--- config.mk ---
export PLATFORM = sky130hd
export DESIGN_NAME = cpu16_mc
export DESIGN_NICKNAME = d
export VERILOG_FILES = /design/src/rtl/cpu16_pkg.sv /design/src/rtl/cpu16_rst_sync.sv /design/src/rtl/cpu16_regfile.sv /design/src/rtl/cpu16_alu.sv /design/src/rtl/cpu16_ctrl.sv /design/src/rtl/cpu16_mc.sv
export SDC_FILE = /design/constraint.sdc
export NUM_CORES = 1
export LEC_CHECK = 0
export BUFFER_PORTS_ARGS = -buffer_cell sky130_fd_sc_hd__buf_4
export CAP_MARGIN = 25
export CORE_MARGIN = 1.5
export CORE_UTILIZATION = 50
export DETAILED_ROUTE_END_ITERATION = 8
export PLACE_DENSITY = 0.68
export SKIP_LAST_GASP = 1
export SYNTH_ARGS = -nofsm -noshare
export SYNTH_HDL_FRONTEND = slang
export SYNTH_SLANG_ARGS = --single-unit
--- constraint.sdc ---
create_clock -name clk -period 9.5 [get_ports clk]
set_input_delay 1.9 -clock clk [delete_from_list [all_inputs] [get_ports clk]]
set_output_delay 1.9 -clock clk [all_outputs]
set_load 0.1 [all_outputs]
--- src/rtl/cpu16_pkg.sv ---
package cpu16_pkg;

  typedef enum logic [3:0] {
    ST_FETCH_ADDR,
    ST_FETCH_READ,
    ST_FETCH_LOAD,
    ST_DECODE,
    ST_EVAL,
    ST_LD_WAIT,
    ST_LD_CAPT,
    ST_OPND,
    ST_EXEC,
    ST_STORE
  } ctrl_state_e;

  typedef enum logic [2:0] {
    PH_FETCH  = 3'd0,
    PH_DECODE = 3'd1,
    PH_EVAL   = 3'd2,
    PH_OPND   = 3'd3,
    PH_EXEC   = 3'd4,
    PH_STORE  = 3'd5
  } phase_e;

  typedef enum logic [1:0] {
    ALU_ADD,
    ALU_AND,
    ALU_INV,
    ALU_PASS
  } alu_op_e;

  localparam logic [3:0] OPC_ADD = 4'b0001;
  localparam logic [3:0] OPC_AND = 4'b0101;
  localparam logic [3:0] OPC_INV = 4'b1001;
  localparam logic [3:0] OPC_LDR = 4'b0110;
  localparam logic [3:0] OPC_JMP = 4'b1100;

  function automatic phase_e phase_of(ctrl_state_e s);
    phase_e p;
    case (s)
      ST_DECODE:              p = PH_DECODE;
      ST_EVAL:                p = PH_EVAL;
      ST_LD_WAIT, ST_LD_CAPT,
      ST_OPND:                p = PH_OPND;
      ST_EXEC:                p = PH_EXEC;
      ST_STORE:               p = PH_STORE;
      default:                p = PH_FETCH;
    endcase
    return p;
  endfunction

endpackage

--- src/rtl/cpu16_rst_sync.sv ---
module cpu16_rst_sync #(
  parameter int STAGES = 2
) (
  input  logic clk,
  input  logic rst_n_i,
  output logic rst_n_o
);

  logic [STAGES-1:0] sync_q;

  always_ff @(posedge clk or negedge rst_n_i) begin
    if (!rst_n_i) sync_q <= '0;
    else          sync_q <= {sync_q[STAGES-2:0], 1'b1};
  end

  assign rst_n_o = sync_q[STAGES-1];

endmodule

--- src/rtl/cpu16_regfile.sv ---
module cpu16_regfile #(
  parameter  int DATA_W  = 16,
  parameter  int REG_CNT = 8,
  localparam int REG_AW  = $clog2(REG_CNT)
) (
  input  logic              clk,
  input  logic              rst_n,
  input  logic              we,
  input  logic [REG_AW-1:0] waddr,
  input  logic [DATA_W-1:0] wdata,
  input  logic [REG_AW-1:0] raddr_a,
  output logic [DATA_W-1:0] rdata_a,
  input  logic [REG_AW-1:0] raddr_b,
  output logic [DATA_W-1:0] rdata_b
);

  logic [DATA_W-1:0] regs_q [REG_CNT];

  for (genvar g = 0; g < REG_CNT; g++) begin : g_reg
    logic hit;
    assign hit = we && (waddr == REG_AW'(g));
    always_ff @(posedge clk or negedge rst_n) begin
      if (!rst_n)   regs_q[g] <= '0;
      else if (hit) regs_q[g] <= wdata;
    end
  end

  assign rdata_a = regs_q[raddr_a];
  assign rdata_b = regs_q[raddr_b];

  // a write lands in the addressed entry on the next cycle
  assert_write_lands_R11: assert property (@(posedge clk) disable iff (!rst_n)
    we |=> regs_q[$past(waddr)] == $past(wdata));

endmodule

--- src/rtl/cpu16_alu.sv ---
module cpu16_alu
  import cpu16_pkg::*;
#(
  parameter int DATA_W = 16
) (
  input  alu_op_e           op,
  input  logic [DATA_W-1:0] a,
  input  logic [DATA_W-1:0] b,
  output logic [DATA_W-1:0] y
);

  always_comb begin
    case (op)
      ALU_ADD: y = a + b;
      ALU_AND: y = a & b;
      ALU_INV: y = ~a;
      default: y = a;
    endcase
  end

endmodule

--- src/rtl/cpu16_ctrl.sv ---
module cpu16_ctrl
  import cpu16_pkg::*;
#(
  parameter  int DATA_W  = 16,
  parameter  int REG_CNT = 8,
  localparam int REG_AW  = $clog2(REG_CNT)
) (
  input  logic              clk,
  input  logic              rst_n,
  input  logic              en,
  input  logic [DATA_W-1:0] mem_rdata,
  output logic [DATA_W-1:0] mem_addr,
  output logic              mem_rd,
  output logic [REG_AW-1:0] rf_raddr_a,
  output logic [REG_AW-1:0] rf_raddr_b,
  input  logic [DATA_W-1:0] rf_rdata_a,
  input  logic [DATA_W-1:0] rf_rdata_b,
  output logic              wb_en,
  output logic [REG_AW-1:0] wb_dst,
  output logic [DATA_W-1:0] wb_data,
  output alu_op_e           alu_op,
  output logic [DATA_W-1:0] alu_a,
  output logic [DATA_W-1:0] alu_b,
  input  logic [DATA_W-1:0] alu_y,
  output logic [DATA_W-1:0] pc,
  output logic [DATA_W-1:0] ir,
  output phase_e            phase
);

  localparam int OPC_LSB = DATA_W - 4;
  localparam int DST_LSB = 9;
  localparam int SR1_LSB = 6;
  localparam int SR2_LSB = 0;
  localparam int IMM_SEL = 5;

  ctrl_state_e       state_q, state_d;
  logic [DATA_W-1:0] pc_q, pc_d;
  logic [DATA_W-1:0] ir_q, ir_d;
  logic [DATA_W-1:0] mar_q, mar_d;
  logic [DATA_W-1:0] mdr_q, mdr_d;
  logic [DATA_W-1:0] opa_q, opa_d;
  logic [DATA_W-1:0] opb_q, opb_d;
  logic [DATA_W-1:0] res_q, res_d;

  logic [3:0]        opc;
  logic              is_alu;
  logic [DATA_W-1:0] imm5;
  logic [DATA_W-1:0] off6;

  assign opc    = ir_q[OPC_LSB +: 4];
  assign is_alu = (opc == OPC_ADD) || (opc == OPC_AND) || (opc == OPC_INV);
  assign imm5   = {{(DATA_W-5){ir_q[4]}}, ir_q[4:0]};
  assign off6   = {{(DATA_W-6){ir_q[5]}}, ir_q[5:0]};

  // next-state logic
  always_comb begin
    state_d = state_q;
    case (state_q)
      ST_FETCH_ADDR: state_d = ST_FETCH_READ;
      ST_FETCH_READ: state_d = ST_FETCH_LOAD;
      ST_FETCH_LOAD: state_d = ST_DECODE;
      ST_DECODE: begin
        if (is_alu)              state_d = ST_OPND;
        else if (opc == OPC_LDR) state_d = ST_EVAL;
        else if (opc == OPC_JMP) state_d = ST_EXEC;
        else                     state_d = ST_FETCH_ADDR;
      end
      ST_EVAL:    state_d = ST_LD_WAIT;
      ST_LD_WAIT: state_d = ST_LD_CAPT;
      ST_LD_CAPT: state_d = ST_STORE;
      ST_OPND:    state_d = ST_EXEC;
      ST_EXEC:    state_d = (opc == OPC_JMP) ? ST_FETCH_ADDR : ST_STORE;
      ST_STORE:   state_d = ST_FETCH_ADDR;
      default:    state_d = ST_FETCH_ADDR;
    endcase
  end

  // datapath next values
  always_comb begin
    pc_d  = pc_q;
    ir_d  = ir_q;
    mar_d = mar_q;
    mdr_d = mdr_q;
    opa_d = opa_q;
    opb_d = opb_q;
    res_d = res_q;
    case (state_q)
      ST_FETCH_ADDR: begin
        mar_d = pc_q;
        pc_d  = pc_q + DATA_W'(1);
      end
      ST_FETCH_READ: mdr_d = mem_rdata;
      ST_FETCH_LOAD: ir_d  = mdr_q;
      ST_EVAL:       mar_d = rf_rdata_a + off6;
      ST_LD_CAPT:    mdr_d = mem_rdata;
      ST_OPND: begin
        opa_d = rf_rdata_a;
        opb_d = ir_q[IMM_SEL] ? imm5 : rf_rdata_b;
      end
      ST_EXEC: begin
        if (opc == OPC_JMP) pc_d  = rf_rdata_a;
        else                res_d = alu_y;
      end
      default: ;
    endcase
  end

  // state registers
  always_ff @(posedge clk or negedge rst_n) begin
    if (!rst_n) begin
      state_q <= ST_FETCH_ADDR;
      pc_q    <= '0;
      ir_q    <= '0;
      mar_q   <= '0;
      mdr_q   <= '0;
      opa_q   <= '0;
      opb_q   <= '0;
      res_q   <= '0;
    end else if (en) begin
      state_q <= state_d;
      pc_q    <= pc_d;
      ir_q    <= ir_d;
      mar_q   <= mar_d;
      mdr_q   <= mdr_d;
      opa_q   <= opa_d;
      opb_q   <= opb_d;
      res_q   <= res_d;
    end
  end

  always_comb begin
    case (opc)
      OPC_ADD: alu_op = ALU_ADD;
      OPC_AND: alu_op = ALU_AND;
      OPC_INV: alu_op = ALU_INV;
      default: alu_op = ALU_PASS;
    endcase
  end

  assign alu_a      = opa_q;
  assign alu_b      = opb_q;
  assign rf_raddr_a = ir_q[SR1_LSB +: REG_AW];
  assign rf_raddr_b = ir_q[SR2_LSB +: REG_AW];
  assign wb_en      = en && (state_q == ST_STORE);
  assign wb_dst     = ir_q[DST_LSB +: REG_AW];
  assign wb_data    = (opc == OPC_LDR) ? mdr_q : res_q;
  assign mem_addr   = mar_q;
  assign mem_rd     = (state_q == ST_FETCH_READ) || (state_q == ST_LD_WAIT) ||
                      (state_q == ST_LD_CAPT);
  assign pc         = pc_q;
  assign ir         = ir_q;
  assign phase      = phase_of(state_q);

  assert_hold_R10: assert property (@(posedge clk) disable iff (!rst_n)
    !en |=> $stable(state_q) && $stable(pc_q) && $stable(ir_q) && $stable(mar_q));

  assert_pc_step_R2: assert property (@(posedge clk) disable iff (!rst_n)
    (en && state_q == ST_FETCH_ADDR) |=> pc_q == $past(pc_q) + DATA_W'(1));

  assert_ir_only_in_fetch_R2: assert property (@(posedge clk) disable iff (!rst_n)
    (state_q != ST_FETCH_LOAD) |=> $stable(ir_q));

  assert_unknown_skip_R8: assert property (@(posedge clk) disable iff (!rst_n)
    (en && state_q == ST_DECODE && !is_alu && opc != OPC_LDR && opc != OPC_JMP)
      |=> state_q == ST_FETCH_ADDR);

  assert_ld_addr_hold_R6: assert property (@(posedge clk) disable iff (!rst_n)
    (en && state_q == ST_LD_WAIT) |=> mem_rd && $stable(mar_q));

  assert_wb_once_R11: assert property (@(posedge clk) disable iff (!rst_n)
    wb_en |=> !wb_en);

endmodule

--- src/rtl/cpu16_mc.sv ---
module cpu16_mc
  import cpu16_pkg::*;
#(
  parameter  int DATA_W  = 16,
  parameter  int REG_CNT = 8,
  localparam int REG_AW  = $clog2(REG_CNT)
) (
  input  logic              clk,
  input  logic              rst_n,
  input  logic              run_en,
  output logic [DATA_W-1:0] mem_addr,
  output logic              mem_rd,
  input  logic [DATA_W-1:0] mem_rdata,
  output logic [DATA_W-1:0] pc_o,
  output logic [DATA_W-1:0] ir_o,
  output logic [2:0]        phase_o,
  output logic              wb_en,
  output logic [REG_AW-1:0] wb_dst,
  output logic [DATA_W-1:0] wb_data
);

  logic              rst_sync_n;
  logic [REG_AW-1:0] raddr_a, raddr_b;
  logic [DATA_W-1:0] rdata_a, rdata_b;
  alu_op_e           alu_op;
  logic [DATA_W-1:0] alu_a, alu_b, alu_y;
  phase_e            phase;

  cpu16_rst_sync #(.STAGES(2)) i_rst_sync (
    .clk     (clk),
    .rst_n_i (rst_n),
    .rst_n_o (rst_sync_n)
  );

  cpu16_regfile #(.DATA_W(DATA_W), .REG_CNT(REG_CNT)) i_regfile (
    .clk     (clk),
    .rst_n   (rst_sync_n),
    .we      (wb_en),
    .waddr   (wb_dst),
    .wdata   (wb_data),
    .raddr_a (raddr_a),
    .rdata_a (rdata_a),
    .raddr_b (raddr_b),
    .rdata_b (rdata_b)
  );

  cpu16_alu #(.DATA_W(DATA_W)) i_alu (
    .op (alu_op),
    .a  (alu_a),
    .b  (alu_b),
    .y  (alu_y)
  );

  cpu16_ctrl #(.DATA_W(DATA_W), .REG_CNT(REG_CNT)) i_ctrl (
    .clk        (clk),
    .rst_n      (rst_sync_n),
    .en         (run_en),
    .mem_rdata  (mem_rdata),
    .mem_addr   (mem_addr),
    .mem_rd     (mem_rd),
    .rf_raddr_a (raddr_a),
    .rf_raddr_b (raddr_b),
    .rf_rdata_a (rdata_a),
    .rf_rdata_b (rdata_b),
    .wb_en      (wb_en),
    .wb_dst     (wb_dst),
    .wb_data    (wb_data),
    .alu_op     (alu_op),
    .alu_a      (alu_a),
    .alu_b      (alu_b),
    .alu_y      (alu_y),
    .pc         (pc_o),
    .ir         (ir_o),
    .phase      (phase)
  );

  assign phase_o = phase;

endmodule

# [After elaboration in Yosys (flattened, before gate mapping)]
# Cells that the tools add are included.
# W data, S select, Z words.
[totals] elab_cells=96 regBits=246 output_inout_bits=72 input_bits=19
[classes] reduce_logical=26 n_addsub=3 bitwise=5 n_eq_ne=24 magnitude_cmp=2 n_mux=19
[ops] op="$mux W16" n=7
[ops] op="$bmux W16 S3" n=2
[ops] op="$pmux W16 S2" n=2
[ops] op="$pmux W16 S3" n=1
[ops] op="$pmux W4 S9" n=1
[ops] op="$add A16 B16 Y16" n=2
[ops] op="$eq A4 B3 Y1 const B" n=6
[ops] op="$add A16 B1 Y16 const B" n=1
[ops] op="$and A16 B16 Y16" n=1
[ops] op="$eq A4 B4 Y1 const B" n=4
[ops] op="$mux W4" n=4
[ops] op="$not A16 Y16" n=1
[ops] op="$pmux W3 S5" n=1
[ops] op="$eq A3 B3 Y1 const B" n=4
[ops] op="$logic_and A1 B1 Y1" n=9
[ops] op="$eq A4 B1 Y1 const B" n=2
[ops] op="$eq A4 B2 Y1 const B" n=2
[ops] op="$ge A4 B4 Y1 const B" n=2
[ops] op="$not A3 Y4" n=2
[ops] op="$reduce_and A2 Y1" n=4
[ops] op="$eq A3 B2 Y1 const B" n=2
[ops] op="$pmux W2 S3" n=1
[ops] op="$reduce_and A3 Y1" n=2
[ops] op="$logic_not A4 Y1" n=1
[ops] op="11 further kinds" n=15

# [Depth between registers and ports, before layout]
[depth] depth_word=6 ltp_mapped=14 ltp_nobuf=12

# [Cells and area by module]
# A second synthesis with hierarchy kept.
[hier_totals] hier_cells=1149 hier_area_um2=14462.6
[modules_own_cells] mod="cpu16_regfile" instances=1 seq_area_each_um2=3203.1 area_per_inst_um2=6998.0 cells_each=393
[modules_own_cells] mod="cpu16_ctrl" instances=1 seq_area_each_um2=2902.8 area_per_inst_um2=6140.9 cells_each=580
[modules_own_cells] mod="cpu16_alu" instances=1 seq_area_each_um2=0.0 area_per_inst_um2=1270.0 cells_each=173
[modules_own_cells] mod="cpu16_rst_sync" instances=1 seq_area_each_um2=50.0 area_per_inst_um2=53.8 cells_each=3

# [Worst setup path before layout]
# No wires, ideal clock.
[synth_timing] path_type="register to output" startpoint="register i_ctrl.state_q[0]" endpoint="output phase_o[0]" n_path_buf=1 arrival_time_ns=2.863 required_ns=7.600 stages_incl_launch_ff=5 slack_ns=4.737 cell_sequence="dfrtp_1 -> buf_2 -> and2_1 -> a21oi_1 -> o21ai_0"
[synth_via] elab_chain_cells=3 word_cells_on_any_way=9 classes_between="7 x eq/ne; 1 x mux; 1 x reduce/logical"
[synth_rtl] item="from (decl)" line="cpu16_ctrl.sv:36" rtl="ctrl_state_e state_q, state_d;"
[synth_rtl] item="from (signal assigned)" line="cpu16_ctrl.sv:120" rtl="state_q <= state_d;"
[synth_rtl] item="$eq A4 B3 Y1" line="cpu16_pkg.sv:40" rtl="case (s)"
[synth_rtl] item="$reduce_or A3 Y1" line="cpu16_pkg.sv:40"
[synth_rtl] item="$pmux W3 S5 *" line="cpu16_pkg.sv:40"
[synth_rtl] item="to (decl)" line="cpu16_mc.sv:16" rtl="output logic [2:0] phase_o,"
# Mark *: on every way between the ends. The rest lies on a longest branch, timed or not.

# [Worst setup path after layout]
[layout_timing] startpoint="register i_ctrl.ir_q[14], in the netlist i_ctrl.ir[14]" endpoint="output wb_data[15]"
[layout_via] elab_chain_cells=2
[layout_rtl] item="from (decl)" line="cpu16_ctrl.sv:38" rtl="logic [DATA_W-1:0] ir_q, ir_d;"
[layout_rtl] item="from (signal assigned)" line="cpu16_ctrl.sv:122" rtl="ir_q <= ir_d;"
[layout_rtl] item="$eq A4 B3 Y1" line="cpu16_ctrl.sv:146" rtl="assign wb_data = (opc == OPC_LDR) ? mdr_q : res_q;"
[layout_rtl] item="$mux W16" line="cpu16_ctrl.sv:146"
[layout_rtl] item="to (decl)" line="cpu16_mc.sv:19" rtl="output logic [DATA_W-1:0] wb_data"
# No other way between the ends.

==> flow_summary_export.csv <==
group,metric,value,unit
worst_setup_path,cp_data_required_time,7.60,ns
worst_setup_path,path_max_fanout,35,
floorplan,row_count,60,
worst_setup_path,slowest_delay,0.92,ns
worst_setup_path,path_class,"flop to output pin",
detailed_routing,first_iter_violations,1097,
yosys,yosysSeqAreaShare,0.441,
detailed_routing,ant_nets,0,
worst_setup_path,critPathCaptureType,"output pin",
yosys,synthArstFlopShare,1.00,
pwr,ir_worst_vdd,0.213,mV
worst_setup_path,arrival,3.69,ns
pwr,p_per_area,335,mW/mm^2
grt,grt_max_degree,75,
cells_and_area,final_util,0.583,
grt,grt_pass1_vias,10800,
clock_network,cts.hold.buffers_added,0,
floorplan,io-pin-count,91,
cells_and_area,final_common_cell,"dfrtp_1",
detailed_routing,vias,11100,
yosys,yosysTopAreaCellShare,0.441,
clock_network,clock_latency,0.55,ns
timing,period_share,0.588,
grt,grt_first_pass_wirelength,62000,um
yosys,ys_top_cells_by_area,"dfrtp_1 44%, mux4_2 10%, o21ai_0 7.0%",
cells_and_area,diodes,0,
pwr,p_leak,0.00712,uW
worst_setup_path,slowest_stage,"mux2i_1",
detailed_routing,firstDrtPassIters,5,
clock_network,clkSinkCount,246,
cells_and_area,areaGrowthSynthToFinish,13.5,%
timing,min_period,5.59,ns
clock_network,htree_levels,1,
detailed_routing,routed_wl,39400,um
timing,max_freq,179,MHz
yosys,synth_nets,1415,
place,hpwl,27000,um
yosys,synth_edf_count,0,
timing,worstMarginPinSlew,1.00,ns
cells_and_area,drive_gt1_frac,0.214,
cells_and_area,nNetsFinal,1471,
timing,finClkSkew,0.0109,ns
clock_network,clockRootBuffer,"clkbuf_16",
grt,grt_usage,0.280,
timing,setup_viol,0,
clock_network,cts_setup_buffers,0,
floorplan,core,0.0272,sq mm
clock_network,cts_tree,"yes",
clock_network,clockBufferDepth,3,
job,max_cap_violations,0,
floorplan,dieHeight,170,um
timing,hold_viol,0,
yosys,ys.flop_type,"dfrtp_1",
clock_network,numCtsBuffers,29,
outcome,run_status,"finished clean",
place,io_buffers,90,
yosys,yosys.cell_types.count,76,
grt,antenna_found_initial,0,
hold_path,min_path_type,"flop to flop",
yosys,synthCells,1362,
worst_setup_path,crit_path_cell_trace,"buf_16, and2b_2, and3b_2, mux2i_1, inv_1, buf_4",
timing,tns,0,ns
yosys,synth-warning-count,0,
timing,rsz0062_at_grt,"false",
floorplan,chipWidth,170,um
worst_setup_path,start_kind,"flop",
timing,relSlewSlack,0.314,
grt,grt.overflow.total,0,
floorplan,die-area,0.0289,sq mm
cells_and_area,n_fill_cell,2368,
floorplan,start_util,0.513,
clock_network,clk_transition_reported_paths,0.06,ns
place,gp_congestion,0.915,
clock_network,cts-resized-gates,0,
yosys,ys_ff_latch,246,
detailed_routing,post_drt_wl_per_cell,21.7,um
yosys,post-synth-top-area-cell,"dfrtp_1",
cells_and_area,final_cell_mix,"243 x dfrtp_1, 198 x nand2_1, 196 x o21ai_0, 113 x buf_4, 74 x nor2_1",
detailed_routing,drc,0,
yosys,synth.avg_cell_area,10.2,sq um
yosys,syn_area,0.0140,sq mm
detailed_routing,vias_per_cell,6.09,
timing,final-max-slew-violation-count,0,
## metal layers
metal	vias up	part of all wire	global-route usage	wire length (um)
met5	-	0	0	0
met4	0	0.032	0.0977	1260
met3	78	0.065	0.0449	2550
met2	378	0.46	0.436	18100
met1	5526	0.44	0.400	17500
li1	5068	-	-	-
## cell families after synthesis
logic type | count (synthesis) | share of synthesized area
fa+ha+maj | 34 | 0.0316
compound gates | 388 | 0.164
mux | 159 | 0.185
simple gates | 389 | 0.126
buf+inv | 132 | 0.0441
xor+xnor | 13 | 0.00816
other cells | 1 | 0.000269
flops | 246 | 0.441
## final timing paths
kind / startpoint / cells past startpoint / end / slack [ns]
max reg2reg: i_ctrl.ir[6] / 11 / i_ctrl.mem_addr[14] / 5.03
min in group asynchronous: i_rst_sync.sync_q[1] / 0 / i_regfile.regs_q[8] / 0.40
min: i_rst_sync.sync_q[0] / 0 / i_rst_sync.sync_q[1] / 0.35
max: i_ctrl.ir[14] / 6 / wb_data[15] / 3.91
max in group asynchronous: i_rst_sync.sync_q[1] / 2 / i_ctrl.mem_addr[14] / 7.17
min reg2reg: i_rst_sync.sync_q[0] / 0 / i_rst_sync.sync_q[1] / 0.35
## where the power goes
part | switching [uW] | leakage (uW) | total [uW] | internal (uW)
Clock | 449 | 0.000465 | 1100 | 655
Combinational | 1840 | 0.00333 | 2580 | 742
Sequential | 349 | 0.00332 | 1620 | 1270
Total | 2630 | 0.00712 | 5300 | 2670
## registers in the layout (all words and copies together), names as in the netlist
| name | count |
|---|---|
| i_rst_sync.sync_q | 2 |
| i_ctrl.state_q | 4 |
| i_ctrl.mem_addr | 16 |
| i_ctrl.alu_a | 16 |
| i_ctrl.res_q | 16 |
| i_ctrl.alu_b | 16 |
| i_ctrl.pc | 16 |
| i_ctrl.mdr_q | 16 |
| i_regfile.regs_q | 128 |
| i_ctrl.ir | 16 |
## area by class of cell
class	instances	area [sq um]	share of cell area
Multi-Input combinational cell	984	7190	0.454
Sequential cell	246	6160	0.389
Timing Repair Buffer	115	903	0.0571
Clock buffer	40	817	0.0516
Tap cell	372	465	0.0294
Inverter	42	158	0.00996
Clock inverter	14	135	0.00853
## synthesized netlist by cell type, drive strengths merged (20+ instances only)
| cell type | n |
|---|---|
| buf | 40 |
| mux4 | 64 |
| nor3 | 20 |
| o21ai | 204 |
| ha | 32 |
| mux2 | 54 |
| clkbuf | 50 |
| nand3 | 29 |
| mux2i | 41 |
| inv | 42 |
| nand2 | 198 |
| dfrtp | 246 |
| a21oi | 75 |
| nor2 | 74 |
## stage by stage
| stage | power, uW | hold slack [ns] | cells | setup WS, ns | cell area, sq um |
|---|---|---|---|---|---|
| floorplan | 3570 | 0.331 | 1362 | 2.14 | 14000 |
| detailed placement | 4190 | 0.337 | 1757 | 3.99 | 14800 |
| CTS | 5300 | 0.350 | 1811 | 3.37 | 15800 |
| global placement | 4160 | 0.335 | 1757 | 4.10 | 14800 |
| finish | 5300 | 0.349 | 1813 | 3.91 | 15800 |
| global route | 5550 | 0.367 | 1813 | 3.77 | 15800 |
## worst max-delay path: cells and delay by family, from the launching register on
family	cells	cell delay, ns
buffers and inverters	3	0.58
AND/OR/NAND/NOR	2	1.12
flip-flops	1	0.50
multiplexers	1	0.92
(Power assumes the default switching activity.)
